==> config.mk <==
export PLATFORM = sky130hd
export DESIGN_NAME = desc_crc16
export DESIGN_NICKNAME = d
export VERILOG_FILES = /design/src/rtl/desc_crc16.sv
export SDC_FILE = /design/constraint.sdc
export NUM_CORES = 1
export LEC_CHECK = 0
export BUFFER_PORTS_ARGS = -buffer_cell sky130_fd_sc_hd__buf_2
export CAP_MARGIN = 5
export CORE_MARGIN = 10
export CORE_UTILIZATION = 29
export CTS_CLUSTER_DIAMETER = 100
export DETAILED_ROUTE_END_ITERATION = 6
export GPL_TIMING_DRIVEN = 0
export PLACE_DENSITY_LB_ADDON = 0.3
export SLEW_MARGIN = 20
export SYNTH_ARGS = -nofsm -noshare
export SYNTH_HDL_FRONTEND = slang
export SYNTH_SLANG_ARGS = --single-unit
==> constraint.sdc <==
create_clock -name clk -period 1.7 [get_ports clk]
set_clock_uncertainty 0.15 [all_clocks]
set_input_delay 0.255 -clock clk [delete_from_list [all_inputs] [get_ports clk]]
set_output_delay 0.255 -clock clk [all_outputs]
set_load 0.05 [all_outputs]
==> src/rtl/desc_crc16.sv <==
module desc_crc16 #(
    parameter int          DW   = 8,
    parameter int          CW   = 16,
    parameter logic [CW-1:0] POLY = 16'h1021,
    parameter logic [CW-1:0] INIT = 16'h0000
) (
    input  logic          clk,
    input  logic          rst_n,
    input  logic          clr_i,
    input  logic          en_i,
    input  logic [DW-1:0] din_i,
    output logic [CW-1:0] crc_o
);
    logic [CW-1:0] crc_d, crc_q, step;
    logic          fb;

    // MSB-first bitwise update across one input byte
    always_comb begin
        step = crc_q;
        fb   = 1'b0;
        for (int i = DW-1; i >= 0; i--) begin
            fb   = step[CW-1] ^ din_i[i];
            step = {step[CW-2:0], 1'b0};
            if (fb) step = step ^ POLY;
        end
    end

    always_comb begin
        crc_d = crc_q;
        if (clr_i)     crc_d = INIT;
        else if (en_i) crc_d = step;
    end

    always_ff @(posedge clk or negedge rst_n) begin
        if (!rst_n) crc_q <= INIT;
        else        crc_q <= crc_d;
    end

    assign crc_o = crc_q;
endmodule

# Word-level counts from Yosys, hierarchy flattened
# Cells that the tools add are included.
[totals]
register_bits = 16
inputBits = 12
out_inout_bits = 16
wordCells = 28
[classes]
n_mux = 10
bitwise = 16
reduce_logical = 1
[op_table]
columns = ["cell", "n"]
rows = [
  ["$mux W13", 8],
  ["$mux W16", 2],
  ["$not A3 Y3", 8],
  ["$xor A1 B1 Y1", 8],
  ["$reduce_bool A2 Y1", 1],
]

# Depth between registers and ports, before layout
# Gate-level depths: netlist (run 1).
[depth]
ltp_word = 18
ltp_mapped = 5
depth_no_buf = 3

# Worst setup path before layout (run 1)
# OpenSTA, ideal clock, no wires.
[synth_path]
path_kind = "register to register"
startpoint = "reg crc_q[13], in the netlist crc_o[13]"
endpoint = "reg crc_q[5], in the netlist crc_o[5]"
t_arrival_ns = 1.588
required_time_ns = 1.456
slack_ns = -0.132
stages_incl_launch_ff = 4
path_buffers = 0
cell_sequence = "dfrtp_1 > xnor2_2 > xor3_1 > a211oi_1"
[synth_via]
elab_chain_cells = 10
[synth_lines]
columns = ["element", "line", "source"]
rows = [
  ["from (decl)", "14", "logic [CW-1:0] crc_d, crc_q, step;"],
  ["from (signal assigned)", "36", "else crc_q <= crc_d;"],
  ["$xor A1 B1 Y1 (*)", "22", "fb = step[CW-1] ^ din_i[i];"],
  ["$mux W13 (*) (5 in series)", "24", "if (fb) step = step ^ POLY;"],
  ["$not A3 Y3 (no source line)", "--", ""],
  ["$mux W13 (*)", "24", ""],
  ["$mux W16 (*)", "31", "else if (en_i) crc_d = step;"],
  ["$mux W16 (*)", "30", "if (clr_i) crc_d = INIT;"],
]
# Every way passes the cells marked *; elsewhere a longest branch is shown, timed or not. The select of a mux whose other input is x is not followed.
# A chain may end at the register's enable or synchronous reset.

# Worst setup path after layout (run 1)
[layout_path]
startpoint = "reg crc_q[15], in the netlist crc_o[15]"
endpoint = "reg crc_q[7], in the netlist crc_o[7]"
[layout_via]
elab_chain_cells = 12
[layout_lines]
columns = ["element", "line"]
rows = [
  ["$xor A1 B1 Y1 (*)", "22"],
  ["$mux W13 (*) (5 in series)", "24"],
  ["$not A3 Y3 (no source line)", "--"],
  ["$mux W13 (*) (3 in series)", "24"],
  ["$mux W16 (*)", "31"],
  ["$mux W16 (*)", "30"],
]
# Marked as above.

==> results of run 1 <==
where the power goes:
part | internal (µW) | switching, µW
combinational | 672 | 678
sequential | 482 | 119
clock | 131 | 139
total | 1280 | 936
what timing repair did:
action	4_1_cts	5_1_grt
hold endpoints to repair	16	0
gates resized for setup	1	0
hold buffers	1	0
pin swaps	0	1
endpoints found under the setup margin	1	1
buffers inserted	0	2
cells by family (layout without fill, tap and decap cells):
family | after synthesis | in the layout | synth area share
muxes | 3 | 3 | 0.0288
buffers and inverters | 4 | 37 | 0.0144
and+or+nand+nor | 18 | 18 | 0.0779
xor gates and xnor gates | 25 | 25 | 0.399
DFF | 16 | 16 | 0.384
AOI/OAI and AO/OA | 13 | 13 | 0.0959
path summary, 6_finish.rpt:
| check | from | endpoint | slack, ns | cells past startpoint |
|---|---|---|---|---|
| setup / recovery | crc_o[15] | crc_o[7] | 0.08 | 3 |
| hold / removal | clr_i | crc_o[0] | 0.05 | 2 |
| setup reg to reg | crc_o[15] | crc_o[7] | 0.08 | 3 |
| hold reg to reg | crc_o[9] | crc_o[9] | 0.43 | 2 |
| max in group asynchronous | rst_n | crc_o[14] | 0.85 | 2 |
| min in group asynchronous | rst_n | crc_o[1] | 0.25 | 2 |
routing by layer:
metal / GRT usage / up-vias / routed length, µm
met5: 0 / - / 0
met4: 0.0370 / 0 / 29
met3: 0.0282 / 4 / 134
met2: 0.132 / 17 / 1210
met1: 0.0931 / 360 / 1050
li1: - / 342 / -
cells in the mapped netlist, drive strengths merged:
library cell  count  area share
xor2              1      0.0084
o21ai             1      0.0048
nor2             12       0.043
a211oi            8       0.067
xor3              5        0.12
or2b              1      0.0072
xnor2            12        0.12
nand2b            4       0.024
xnor3             7        0.15
o22ai             4       0.024
clkbuf            3       0.011
buf               1      0.0036
nand2             1      0.0036
mux2i             3       0.029
dfrtp            16        0.38
stage by stage:
step / utilization / hold slack, ns
global placement: 0.362 / 0.0437
global route: 0.383 / 0.0630
detailed placement: 0.362 / 0.0528
CTS: 0.378 / 0.0530
floorplan: - / -0.191
finish: 0.383 / 0.0519
worst max-delay path, delay by kind of cell, from the launching register on:
| kind | cells | cell delay (ns) |
|---|---|---|
| flip-flops | 1 | 0.46 |
| XOR/XNOR | 2 | 0.72 |
| AO/OA/AOI/OAI | 1 | 0.21 |
cell type report:
cell class | count | area [µm²]
Buffer | 4 | 15.0
Clock buffer | 4 | 36.3
Fill cell | 362 | 2110
Multi-Input combinational cell | 59 | 639
Sequential cell | 16 | 404
Tap cell | 46 | 57.6
Timing Repair Buffer | 29 | 155
==> qor.yml, run 1 <==
syn_avg_cell_area_um2: 13.2
maxSlewViolCount: 0
grt_overflow: 0
setup_ws_ns: 0.0770
cp_cell_sequence: "xnor2_2, xnor3_1, a211oi_2"
cp_max_fo: 4
rows: 21
grt_pass1_vias: 830
slowest_delay_ns: 0.46
arrival_ns: 1.69
vias: 723
via_per_inst: 4.58
yosys_register_bits: 16
ioPinCount: 28
drcViolationCount: 0
syn_nets: 91
final_common_cell: "buf_2"
start_kind: "register"
syn_area_um2: 1040
drv_cap: 0
port_buffers: 26
critPathSlowestCell: "dfrtp_2"
ys.warnings.count: 0
wl_um: 2420
h-tree-depth: 1
cts-root-buf: "clkbuf_4"
dp_slack_ns: -0.0159
globalplace.congestion: 0.740
numCtsBuffers: 3
grt_max_degree: 17
clk_pin_slew_ns: 0.10
gr-usage-all-layers: 0.0810
synth_cells: 79
cts_tree: "yes"
initial_core_util: 0.305
dieArea_um2: 6400
hold_viol_final: 0
largest_reg_flops: 16
grt_pass1_wl_um: 4080
layout_min_cycle_time_ns: 1.62
tns_ns: 0
final_cell_mix: "buf_2, dfrtp_1, nor2_1"
synth_cell_types: 18
min_path_type: "in -> reg"
cts.sinks: 16
syn2layout_area_growth_pct: 25.3
worst_setup_path_end_kind: "register"
rsz0062_at_grt: "no"
critical_path_required_ns: 1.77
core_area_um2: 3420
drive_gt1_frac: 0.366
chipHeight_um: 80.0
grt_antenna_before_repair: 0
maxSlewHeadroom: 0.631
first_pass_iters: 4
wl_per_cell_um: 15.3
num_antenna_cells: 0
crit_type: "reg -> reg"
powerDensity_nw_per_um2: 1700
ant_nets: 0
die_w_um: 80.0
design_power_total_uw: 2220
fin_area_um2: 1310
place_inst: 151
drt_iter0_drc: 18
setup_viol: 0
clk_path_buf_depth: 2
post-route-period-util: 0.955
insertion_delay_ns: 0.30
vdd_drop_max_uv: 769
p_leak_uw: 0.000650
dp_hpwl_um: 1800
status: "finished clean"
finalNonFillerCells: 158
layout.nets: 125
max_freq_ghz: 0.616
place_area_um2: 1230
yosysSeqAreaShare: 0.384
worst_pin_slew_ns: 0.554
Note: power is estimated with default switching activity, not from simulation.
==> run 2, diff against run 1 <==
PLACE_DENSITY_LB_ADDON = default   (was 0.3)
SLEW_MARGIN = 30   (was 20)
==> run 2 against run 1 <==
Net effect:
- core utilization is 0.11 points lower
- die area stayed put
- clock power is 3% lower
- first-iteration DRC count is 72% higher
- final area is 0.29% lower
- register-to-register slack hardly changed
- worst hold slack worse by 0.0069 ns
- critical path depth stayed put
- via count is 1.2% higher
- final cell count is 1.3% lower
- non-clock buffer count is 2 lower
- critical endpoint is now crc_o[5]
==> qor.yml, run 2 (synthesis gave the netlist of run 1 again) <==
syn2layout_area_growth_pct: 24.9
worstReg2RegStart: "crc_o[13]"
holdPathStages: 2  # unchanged
post-route-period-util: 0.951  # -0.00346
chipHeight_um: 80.0  # unchanged
rows: 21  # unchanged
regArea_um2: 404  # unchanged
drive_gt1_frac: 0.355  # -0.0115
worst_setup_path_end_kind: "register"
drt_iter0_drc: 31  # +13
num_antenna_cells: 0  # unchanged
numCtsBuffers: 3  # unchanged
hold_slack_ns: 0.0450  # -0.00689 ns
hold_viol_final: 0  # unchanged
powerDensity_nw_per_um2: 1690  # -0.22%
wl_met3_um: 122  # -9.0%
cts_tree: "yes"
cts-root-buf: "clkbuf_4"
vdd_drop_max_uv: 655  # -15%
die_w_um: 80.0  # unchanged
max_freq_ghz: 0.618  # +0.36%
min_path_type: "in -> reg"
arrival_ns: 1.68  # about the same
fin_util: 0.382  # -0.00110
core_area_um2: 3420  # unchanged
final_common_cell: "buf_2"
route.top_layer_used: "met4"
dp_slack_ns: -0.00185  # +0.0141 ns
worst_pin_slew_ns: 0.530  # -0.0241 ns
insertion_delay_ns: 0.29  # about the same
wl_per_cell_um: 15.4  # +0.57%
initial_core_util: 0.305  # unchanged
h-tree-depth: 1  # unchanged
maxSlewHeadroom: 0.647  # +0.0161
wl_met1_um: 1060  # +1.1%
worst-path-buf-inv: 0  # unchanged
cts.sinks: 16  # unchanged
grt_pass1_wl_um: 4130  # +1.2%
grt_antenna_before_repair: 0  # unchanged
dr_wl_met2_um: 1180  # -2.0%
rsz0062_at_grt: "no"
ioPinCount: 28  # unchanged
cp_max_fo: 4  # unchanged
slowest_delay_ns: 0.48  # +0.02 ns
critPathSlowestCell: "dfrtp_2"
critical_path_required_ns: 1.76  # about the same
drv_cap: 0  # unchanged
grt_overflow: 0  # unchanged
grt_pass1_vias: 875  # +5.4%
crit_cells: 3  # unchanged
crit_start: "crc_o[13]"
cp_top_family: "XOR/XNOR gates"
hold_start: "clr_i"
dieArea_um2: 6400  # unchanged
finalNonFillerCells: 156  # -1.3%
clk_pin_slew_ns: 0.10  # about the same
clk_path_buf_depth: 2  # unchanged
crit_type: "reg -> reg"
largest_reg_flops: 16  # unchanged
status: "finished clean"
nFillCells: 364  # +0.55%
rr_worst_depth: 3  # unchanged
place_inst: 151  # unchanged
layout.nets: 123  # -1.6%
multi_input_area_um2: 651  # +1.8%
p_leak_uw: 0.000642  # -1.3%
layout_min_cycle_time_ns: 1.62  # -0.00589 ns
vias: 732  # +1.2%
drcViolationCount: 0  # unchanged
start_kind: "register"
setup_ws_ns: 0.0829  # +0.00589 ns
setup_viol: 0  # unchanged
wl_um: 2400  # -0.70%
ant_nets: 0  # unchanged
globalplace.congestion: 0.704  # -4.9%
maxSlewViolCount: 0  # unchanged
gr-usage-all-layers: 0.0815  # +0.000497
via_per_inst: 4.69  # +2.5%
dp_hpwl_um: 1830  # +1.7%
final_cell_mix: "buf_2, dfrtp_1, nor2_1"
port_buffers: 26  # unchanged
first_pass_iters: 4  # unchanged
cp_cell_sequence: "xnor2_4, xor3_1, a211oi_1"
grt_max_degree: 17  # unchanged
## run 2: final timing paths
check                            endpoint  slack, ns
worst max-delay path             crc_o[5]       0.08
worst min-delay path             crc_o[0]       0.05
worst max register to register   crc_o[5]       0.08
worst min register to register  crc_o[10]       0.44
max in group asynchronous       crc_o[14]       0.87
min in group asynchronous        crc_o[9]       0.24
## run 2: final cells by class
class,instances,share of cell area
tap,46,0.0441
clock buffer,4,0.0278
timing repair buffer,27,0.107
buffer,4,0.0115
sequential,16,0.310
multi-input combinational,59,0.499
## run 2: what timing repair did
| action | in CTS | in global routing |
|---|---|---|
| pin swaps | 0 | 1 |
| resized for setup | 1 | 1 |
| setup buffers | 0 | 0 |
| hold buffers | 1 | 0 |
| setup endpoints to repair | 1 | 2 |
| cloned | 0 | 0 |
| endpoints found under the hold margin | 16 | 0 |
## run 2: per-stage QoR
| stage | power (µW) | TNS [ns] | cell area [µm²] |
|---|---|---|---|
| 6_report | 2210 | 0 | 1300 |
| 5_1_grt | 2340 | 0 | 1300 |
| 4_1_cts | 2220 | 0 | 1290 |
| 3_5_place_dp | 1940 | -0.00185 | 1230 |
| 3_3_place_gp | 1920 | -0.00471 | 1230 |
| 2_1_floorplan | 1690 | -0.0367 | 1050 |
## run 2: metal layers
| metal | GRT usage | vias up |
|---|---|---|
| met5 | 0 | - |
| met4 | 0.0317 | 0 |
| met3 | 0.0259 | 5 |
| met2 | 0.139 | 23 |
| met1 | 0.0919 | 366 |
| li1 | - | 338 |
## run 2: report_power, final
part           internal (µW)  leakage (µW)  switching, µW
combinational            660      0.000415            677
sequential               482      0.000206            128
clock                    131     0.0000210            132
total                   1270      0.000642            937
